--- src/rtl/par_slave_pkg.sv ---
package par_slave_pkg;

    typedef enum logic [1:0] {
        ST_IDLE   = 2'd0,
        ST_RX     = 2'd1,
        ST_TXWAIT = 2'd2,
        ST_TXRDY  = 2'd3
    } tok_state_e;

    typedef struct packed {
        logic wr;
        logic rd_data;
    } acc_evt_t;

endpackage

--- src/rtl/par_sync.sv ---
module par_sync #(
    parameter int          W       = 3,
    parameter int          STAGES  = 2,
    parameter logic [W-1:0] RST_VAL = '0
) (
    input  logic         clk,
    input  logic         rst_n,
    input  logic [W-1:0] d_async,
    output logic [W-1:0] d_sync
);
    logic [W-1:0] stg [STAGES];

    always_ff @(posedge clk or negedge rst_n) begin
        if (!rst_n) stg[0] <= RST_VAL;
        else        stg[0] <= d_async;
    end

    generate
        for (genvar i = 1; i < STAGES; i++) begin : g_stage
            always_ff @(posedge clk or negedge rst_n) begin
                if (!rst_n) stg[i] <= RST_VAL;
                else        stg[i] <= stg[i-1];
            end
        end
    endgenerate

    assign d_sync = stg[STAGES-1];
endmodule

--- src/rtl/par_bus_decode.sv ---
module par_bus_decode
    import par_slave_pkg::*;
#(
    parameter int DW = 8
) (
    input  logic          clk,
    input  logic          rst_n,
    input  logic          cs_n_s,
    input  logic          rw_s,
    input  logic          rsel_s,
    input  logic [DW-1:0] d_raw,
    output acc_evt_t      evt,
    output logic [DW-1:0] wr_byte
);
    logic          cs_n_q;
    logic          lat_rw;
    logic          lat_rsel;
    logic [DW-1:0] lat_d;
    logic          trail;

    // Hold the access attributes while chip select is seen active
    always_ff @(posedge clk or negedge rst_n) begin
        if (!rst_n) begin
            cs_n_q   <= 1'b1;
            lat_rw   <= 1'b0;
            lat_rsel <= 1'b0;
            lat_d    <= '0;
        end else begin
            cs_n_q <= cs_n_s;
            if (!cs_n_s) begin
                lat_rw   <= rw_s;
                lat_rsel <= rsel_s;
                lat_d    <= d_raw;
            end
        end
    end

    assign trail       = cs_n_s && !cs_n_q;
    assign evt.wr      = trail && !lat_rw;
    assign evt.rd_data = trail && lat_rw && !lat_rsel;
    assign wr_byte     = lat_d;
endmodule

--- src/rtl/par_token_fsm.sv ---
module par_token_fsm
    import par_slave_pkg::*;
#(
    parameter int DW = 8
) (
    input  logic          clk,
    input  logic          rst_n,
    input  acc_evt_t      evt,
    input  logic [DW-1:0] wr_byte,
    input  logic          rx_ready,
    input  logic          tx_valid,
    input  logic [DW-1:0] tx_data,
    output logic [DW-1:0] data_reg,
    output logic          rx_valid,
    output logic          tx_ready,
    output logic          hs_ready,
    output logic          irq_req
);
    tok_state_e state, state_nx;

    always_comb begin
        state_nx = state;
        unique case (state)
            ST_IDLE:   if (evt.wr)      state_nx = ST_RX;
            ST_RX:     if (rx_ready)    state_nx = ST_TXWAIT;
            ST_TXWAIT: if (tx_valid)    state_nx = ST_TXRDY;
            ST_TXRDY:  if (evt.rd_data) state_nx = ST_IDLE;
            default:                    state_nx = ST_IDLE;
        endcase
    end

    always_ff @(posedge clk or negedge rst_n) begin
        if (!rst_n) state <= ST_IDLE;
        else        state <= state_nx;
    end

    always_ff @(posedge clk or negedge rst_n) begin
        if (!rst_n)
            data_reg <= '0;
        else if (state == ST_IDLE && evt.wr)
            data_reg <= wr_byte;
        else if (state == ST_TXWAIT && tx_valid)
            data_reg <= tx_data;
    end

    always_comb begin
        rx_valid = 1'b0;
        tx_ready = 1'b0;
        hs_ready = 1'b0;
        irq_req  = 1'b0;
        unique case (state)
            ST_IDLE:   hs_ready = 1'b1;
            ST_RX:     rx_valid = 1'b1;
            ST_TXWAIT: tx_ready = 1'b1;
            ST_TXRDY: begin
                hs_ready = 1'b1;
                irq_req  = 1'b1;
            end
            default: ;
        endcase
    end
endmodule

--- src/rtl/par_slave_port.sv ---
module par_slave_port
    import par_slave_pkg::*;
#(
    parameter int DATA_W      = 8,
    parameter int SYNC_STAGES = 2,
    parameter bit IRQ_EN      = 1'b1
) (
    input  logic              clk,
    input  logic              rst_n,
    input  logic              bus_cs_n,
    input  logic              bus_rw,
    input  logic              bus_rsel,
    input  logic [DATA_W-1:0] bus_d_in,
    output logic [DATA_W-1:0] bus_d_out,
    output logic              bus_d_oe,
    output logic              bus_irq,
    output logic [DATA_W-1:0] rx_data,
    output logic              rx_valid,
    input  logic              rx_ready,
    input  logic [DATA_W-1:0] tx_data,
    input  logic              tx_valid,
    output logic              tx_ready
);
    localparam int CTL_W = 3;

    logic [CTL_W-1:0] ctl_s;
    acc_evt_t         evt;
    logic [DATA_W-1:0] wr_byte;
    logic [DATA_W-1:0] data_reg;
    logic             hs_ready;
    logic             irq_req;

    par_sync #(
        .W       (CTL_W),
        .STAGES  (SYNC_STAGES),
        .RST_VAL (3'b001)
    ) u_sync (
        .clk     (clk),
        .rst_n   (rst_n),
        .d_async ({bus_rsel, bus_rw, bus_cs_n}),
        .d_sync  (ctl_s)
    );

    par_bus_decode #(.DW(DATA_W)) u_dec (
        .clk     (clk),
        .rst_n   (rst_n),
        .cs_n_s  (ctl_s[0]),
        .rw_s    (ctl_s[1]),
        .rsel_s  (ctl_s[2]),
        .d_raw   (bus_d_in),
        .evt     (evt),
        .wr_byte (wr_byte)
    );

    par_token_fsm #(.DW(DATA_W)) u_fsm (
        .clk      (clk),
        .rst_n    (rst_n),
        .evt      (evt),
        .wr_byte  (wr_byte),
        .rx_ready (rx_ready),
        .tx_valid (tx_valid),
        .tx_data  (tx_data),
        .data_reg (data_reg),
        .rx_valid (rx_valid),
        .tx_ready (tx_ready),
        .hs_ready (hs_ready),
        .irq_req  (irq_req)
    );

    // Read path follows the pins directly, as a bus driver would
    assign bus_d_oe  = !bus_cs_n && bus_rw;
    assign bus_d_out = bus_rsel ? {{(DATA_W-1){1'b0}}, hs_ready} : data_reg;
    assign rx_data   = data_reg;

    generate
        if (IRQ_EN) begin : g_irq
            assign bus_irq = irq_req;
        end else begin : g_noirq
            assign bus_irq = 1'b0;
        end
    endgenerate
endmodule

--- config.mk ---
export PLATFORM = sky130hd
export DESIGN_NAME = par_slave_port
export DESIGN_NICKNAME = d
export VERILOG_FILES = /design/src/rtl/par_slave_pkg.sv /design/src/rtl/par_sync.sv /design/src/rtl/par_bus_decode.sv /design/src/rtl/par_token_fsm.sv /design/src/rtl/par_slave_port.sv
export SDC_FILE = /design/constraint.sdc
export NUM_CORES = 1
export LEC_CHECK = 0
export ABC_AREA = 0
export BUFFER_PORTS_ARGS = -buffer_cell sky130_fd_sc_hd__buf_2
export CELL_PAD_IN_SITES_DETAIL_PLACEMENT = 0
export CELL_PAD_IN_SITES_GLOBAL_PLACEMENT = 1
export CORE_MARGIN = 2
export CORE_UTILIZATION = 39
export CTS_BUF_LIST = sky130_fd_sc_hd__clkbuf_2
export CTS_CLUSTER_SIZE = 16
export DETAILED_ROUTE_END_ITERATION = 12
export GPL_ROUTABILITY_DRIVEN = 0
export PLACE_DENSITY = 0.92
export REMOVE_ABC_BUFFERS = 1
export SETUP_SLACK_MARGIN = 0.05
export SLEW_MARGIN = 5
export SYNTH_ARGS = -nofsm -noshare
export SYNTH_HDL_FRONTEND = slang
export SYNTH_SLANG_ARGS = --single-unit
--- constraint.sdc ---
create_clock -name clk -period 1.7 [get_ports clk]
set_input_delay 0.34 -clock clk [delete_from_list [all_inputs] [get_ports clk]]
set_output_delay 0.34 -clock clk [all_outputs]
set_load 0.02 [all_outputs]
Word level (Yosys, flattened, before mapping)
Index checks and enable logic that the tools add are counted.
{"block": "totals", "input_bits": 23, "wordCells": 42, "register_bits": 27}
{"block": "op_classes", "reduce_logical": 15, "n_eq_ne": 7, "muxes": 12}
{"op": "8-bit 2-to-1 mux", "n": 3}
{"op": "2-bit 2-to-1 mux", "n": 4}
{"op": "2-bit one-hot mux with 4 select lines", "n": 1}
{"op": "1-bit logical AND", "n": 7}
{"op": "2-bit != test, second input constant", "n": 3}
{"op": "2-bit equality test, second input constant", "n": 2}
{"op": "1-bit zero test", "n": 4}
{"op": "1-bit 2-to-1 mux", "n": 4}
{"op": "4-bit AND reduction", "n": 1}
{"op": "2-bit by 1-bit equality test with 1-bit output, second input constant", "n": 1}
{"op": "2-bit zero test", "n": 1}
{"op": "2-bit by 1-bit != test with 1-bit output, second input constant", "n": 1}
{"op": "2-bit nonzero test", "n": 1}
{"op": "2-bit OR reduction", "n": 1}

Depth between registers and ports, before layout
{"block": "logic_depth", "depth_word": 6, "ltp_mapped": 6, "depth_no_buf": 5}

By module
From an unflattened synthesis, not the netlist that was laid out.
{"block": "unflattened", "hier_cells": 96, "hier_area_um2": 1295.0}
{"module": "par_token_fsm", "cells_each": 54, "instances": 1, "area_each_um2": 586.8}
{"module": "par_bus_decode", "cells_each": 24, "instances": 1, "area_each_um2": 450.4}
{"module": "par_sync", "cells_each": 9, "instances": 1, "area_each_um2": 175.2}
{"module": "par_slave_port", "cells_each": 9, "instances": 1, "area_each_um2": 82.6}

Least setup slack after synthesis
Ideal clock, no wire load.
{"block": "synth_path", "path_kind": "reg-to-reg", "startpoint": "reg u_fsm.state[0]", "endpoint": "reg u_fsm.state[1]", "t_arrival_ps": 1375, "period_less_slack_ps": 1500, "slack_ps": 200, "path_stages_with_launch": 6, "path_cell_list": "dfrtp_1 -> inv_1 -> ha_1 -> a22oi_1 -> nand3_1 -> mux2_4"}
{"block": "synth_between", "elab_chain_cells": 3}
{"item": "start, declared", "line": "par_token_fsm.sv:19", "rtl": "tok_state_e state, state_nx;"}
{"item": "start signal, assigned", "line": "par_token_fsm.sv:34", "rtl": "else state <= state_nx;"}
{"item": "2-bit equality test, or another cell as far along", "line": "par_token_fsm.sv:23", "rtl": "unique case (state)"}
{"item": "2-bit != test (no line) or 2-bit by 1-bit != test with 1-bit output (tied branches)"}
{"item": "4-bit AND reduction (no line)"}
Several ways; a longest one is shown, not always the timed one.
A chain may end at the register's enable or synchronous reset.

Final worst setup path
{"block": "layout_path", "startpoint": "reg u_fsm.state[0]", "endpoint": "out bus_d_out[0]"}
{"block": "layout_between", "elab_chain_cells": 4}
{"item": "2-bit equality test or 2-bit zero test (tied branches)", "line": "par_token_fsm.sv:51", "rtl": "unique case (state)"}
{"item": "2-bit OR reduction (no line) *"}
{"item": "1-bit 2-to-1 mux *", "line": "par_token_fsm.sv:51"}
{"item": "8-bit 2-to-1 mux *", "line": "par_slave_port.sv:72", "rtl": "assign bus_d_out = bus_rsel ? {{(DATA_W-1){1'b0}}, hs_ready} : data_reg;"}
{"item": "end, declared", "line": "par_slave_port.sv:14", "rtl": "output logic [DATA_W-1:0] bus_d_out,"}
Mark *: on every way between the ends. The rest lies on a longest branch, timed or not.

==> flow_metrics.py <==
metrics = {
    "sta": {
        "finalCritPeriodShare_pct": 100.2,
        "final-hold-violation-count": 0,
        "worstMarginPinSlew_ns": 0.5691,
        "slew_headroom_pct": 62.06,
        "slew_viol_final": 0,
        "setup_ws_ns": -0.003292,
        "rsz0062_at_grt": "yes",
        "holdWs_ns": 0.1469,
        "skew_ns": 0.02909,
        "fmax_mhz": 587.1,
        "setup_viol_count_final": 1,
        "min_period_ns": 1.703,
        "fin_setup_tns_ns": -0.003292,
    },
    "pwr": {
        "power_frac_comb_pct": 54.8,
        "p_seq_share_pct": 35.2,
        "p_int_w": 0.001564,
        "swShare_pct": 39.00,
        "power_density_nw_per_um2": 1567,
        "leakagePower_nw": 0.8228,
        "pwr-share-clk_pct": 10.1,
        "ir_worst_vdd_mv": 0.8522,
        "power_switching_w": 0.001000,
    },
    "synth": {
        "synth-adder-area-share_pct": 4.228,
        "netlist_area_sq_um": 1184,
        "synth_xor_area_share_pct": 0,
        "synthSimpleGateAreaFrac_pct": 11.10,
        "async_flop_share_pct": 100.0,
        "synth_top_area_share_pct": 50.74,
        "synth.largest_area_cell": "dfrtp_1",
        "synth.avg_cell_area_sq_um": 12.87,
        "ys_warn_count": 0,
        "synth-seq-cells": 27,
        "postSynthCellCount": 92,
        "ys.flop_type": "dfrtp_1",
        "synth-compound-area-share_pct": 5.920,
        "synth_area_leaders": "dfrtp_1 (51%), mux2_2 (9.5%), mux2i_1 (7.6%), dfstp_2 (6.7%), ha_1 (4.2%)",
        "synth_edf_count": 0,
        "synthMuxAreaShare_pct": 18.39,
        "ys_seq_area_share_pct": 57.40,
        "synth_most_common_cell": "dfrtp_1",
        "synth.top_cells.by_count": "dfrtp_1 (24), mux2_2 (10), mux2i_1 (9), nand2_1 (9)",
        "yosysUniqueCellTypes": 21,
        "synth_top_family_by_area": "multiplexers",
    },
    "global_routing": {
        "grt-ovfl-total": 0,
        "grt_usage_pct": 14.34,
        "grt_pass1_wl_mm": 3.719,
        "grt_start_max_net_pins": 28,
        "grt_pass1_vias": 830,
        "antenna_found_initial": 0,
    },
    "routing": {
        "drc_errors": 0,
        "wirelength_mm": 2.307,
        "first_pass_iters": 4,
        "ant_nets": 0,
        "vias": 879,
        "post_drt_via_cell_ratio": 4.830,
        "avgRoutedWirePerCell_microns": 12.68,
        "drtIter0Drc": 24,
    },
    "finish": {
        "syn2layout_area_growth_pct": 38.27,
        "layout-drive-gt1-share_pct": 54.30,
        "nets": 179,
        "nFillCells": 239,
        "n_antenna_cell": 0,
        "fin_area_sq_um": 1637,
    },
    "floorplanning": {
        "die_width_microns": 59.09,
        "start_util_pct": 41.84,
        "rows": 19,
        "ios": 43,
        "core_sq_um": 2829,
        "dieHeight_microns": 59.09,
        "dieArea_sq_um": 3492,
    },
    "outcome": {
        "failed_checks": "negative setup slack",
        "status": "complete, but fails checks",
    },
    "setup_path": {
        "startpoint_type": "flip-flop",
        "crit_type": "reg2out",
        "cp-startpoint": "u_fsm.state[0]",
        "worstPathArrival_ns": 1.36,
        "worst-path-max-fanout": 3,
        "worst_setup_path_end_kind": "output port",
        "reg2reg_from": "u_fsm.state[0]",
        "required_ns": 1.36,
    },
    "clocking": {
        "cts_root_buf": "clkbuf_2",
        "path_clk_slew_ns": 0.28,
        "cts_num_sinks": 27,
        "cts_buffers": 3,
        "h-tree-depth": 1,
        "worstSkewPairLatency_ns": 0.37,
        "clk_path_buf_depth": 2,
        "tritoncts": "built",
    },
    "placed_design": {
        "place_area_sq_um": 1439,
        "dpl.hpwl_mm": 1.600,
        "io_buffers": 42,
    },
    "min_path": {
        "hp-class": "in2reg",
        "min-delay-start": "bus_rsel",
    },
    "run": {
        "cap_violations": 0,
    },
}
==> power by group through the flow <==
stage / clock [W] / sequential [W] / combinational [W]
floorplan: 0 / 0.00103 / 0.000587
global placement: 0 / 0.000910 / 0.00100
detailed placement: 0 / 0.000922 / 0.00104
CTS: 0.000269 / 0.000901 / 0.00122
global route: 0.000298 / 0.000924 / 0.00152
finish: 0.000258 / 0.000901 / 0.00141
==> metal layers <==
| metal | track usage, % | routed length (microns) |
|---|---|---|
| met2 | 25.87 | 1228 |
| met3 | 3.930 | 100 |
| met1 | 16.22 | 950 |
| met4 | 4.870 | 27 |
| met5 | 0 | 0 |
==> cells by family after synthesis <==
logic type,Yosys count
mux,20
compound gates,12
fa+ha+maj,4
flops,27
simple gates,22
buf+inv,7
==> repair_timing <==
item | 4_1_cts | 5_1_grt
resized for setup | 7 | 10
setup endpoints to repair | 2 | 5
hold buffers | 1 | 2
hold endpoints to repair | 24 | 2
gates cloned | 0 | 0
buffers inserted | 5 | 5
pin swaps | 1 | 2
==> placed cells by master, fill, tap and decap left out, types with 2 or more instances in the layout <==
| cell | netlist | layout |
|---|---|---|
| inv_2 | 0 | 2 |
| dlygate4sd3_1 | 0 | 3 |
| mux2_2 | 10 | 10 |
| mux2i_1 | 9 | 9 |
| nand2_1 | 9 | 9 |
| buf_6 | 1 | 3 |
| dfstp_2 | 3 | 3 |
| o21ai_0 | 8 | 8 |
| dfrtp_1 | 24 | 24 |
| inv_1 | 5 | 3 |
| buf_2 | 1 | 38 |
| ha_4 | 0 | 4 |
| clkbuf_2 | 0 | 3 |
| buf_4 | 0 | 13 |
| nor2b_1 | 8 | 8 |
==> through the flow <==
stage / cells / setup WS, ns / power [W] / util [%]
after floorplan: 90 / 0.2000 / 0.001621 / -
after global placement: 166 / 0.2795 / 0.001912 / 50.86
after detailed placement: 166 / 0.1514 / 0.001959 / 50.86
after CTS: 176 / -0.04100 / 0.002391 / 54.18
after global routing: 182 / -0.1254 / 0.002740 / 57.85
final: 182 / -0.003292 / 0.002564 / 57.85
==> area by class of cell <==
cell class / instances / area [sq um] / area share, %
multi-input cells: 58 / 524.3 / 32.03
clock buffers: 3 / 15.01 / 0.9174
well taps: 31 / 38.79 / 2.370
inverters: 5 / 18.77 / 1.147
clock inverters: 1 / 8.758 / 0.5352
repair buffers: 57 / 351.6 / 21.48
flip-flops and latches: 27 / 679.4 / 41.51
==> critical path, cell delays in order (launching register included) <==
cell and delay (ns):
dfrtp_1 0.44, inv_2 0.09, ha_4 0.20, mux2i_1 0.13
buf_4 0.16
==> final timing paths <==
path	to	slack, ns	depth (start not counted)
setup / recovery	bus_d_out[0]	-0.003	4
hold / removal	u_sync.stg[5]	0.15	1
setup reg to reg	u_fsm.state[1]	0.19	6
hold reg to reg	u_sync.d_sync[2]	0.39	0
max in group asynchronous	u_sync.d_sync[0]	0.85	2
min in group asynchronous	u_fsm.data_reg[5]	0.43	2
No activity file was read; power rests on OpenSTA's default activity.
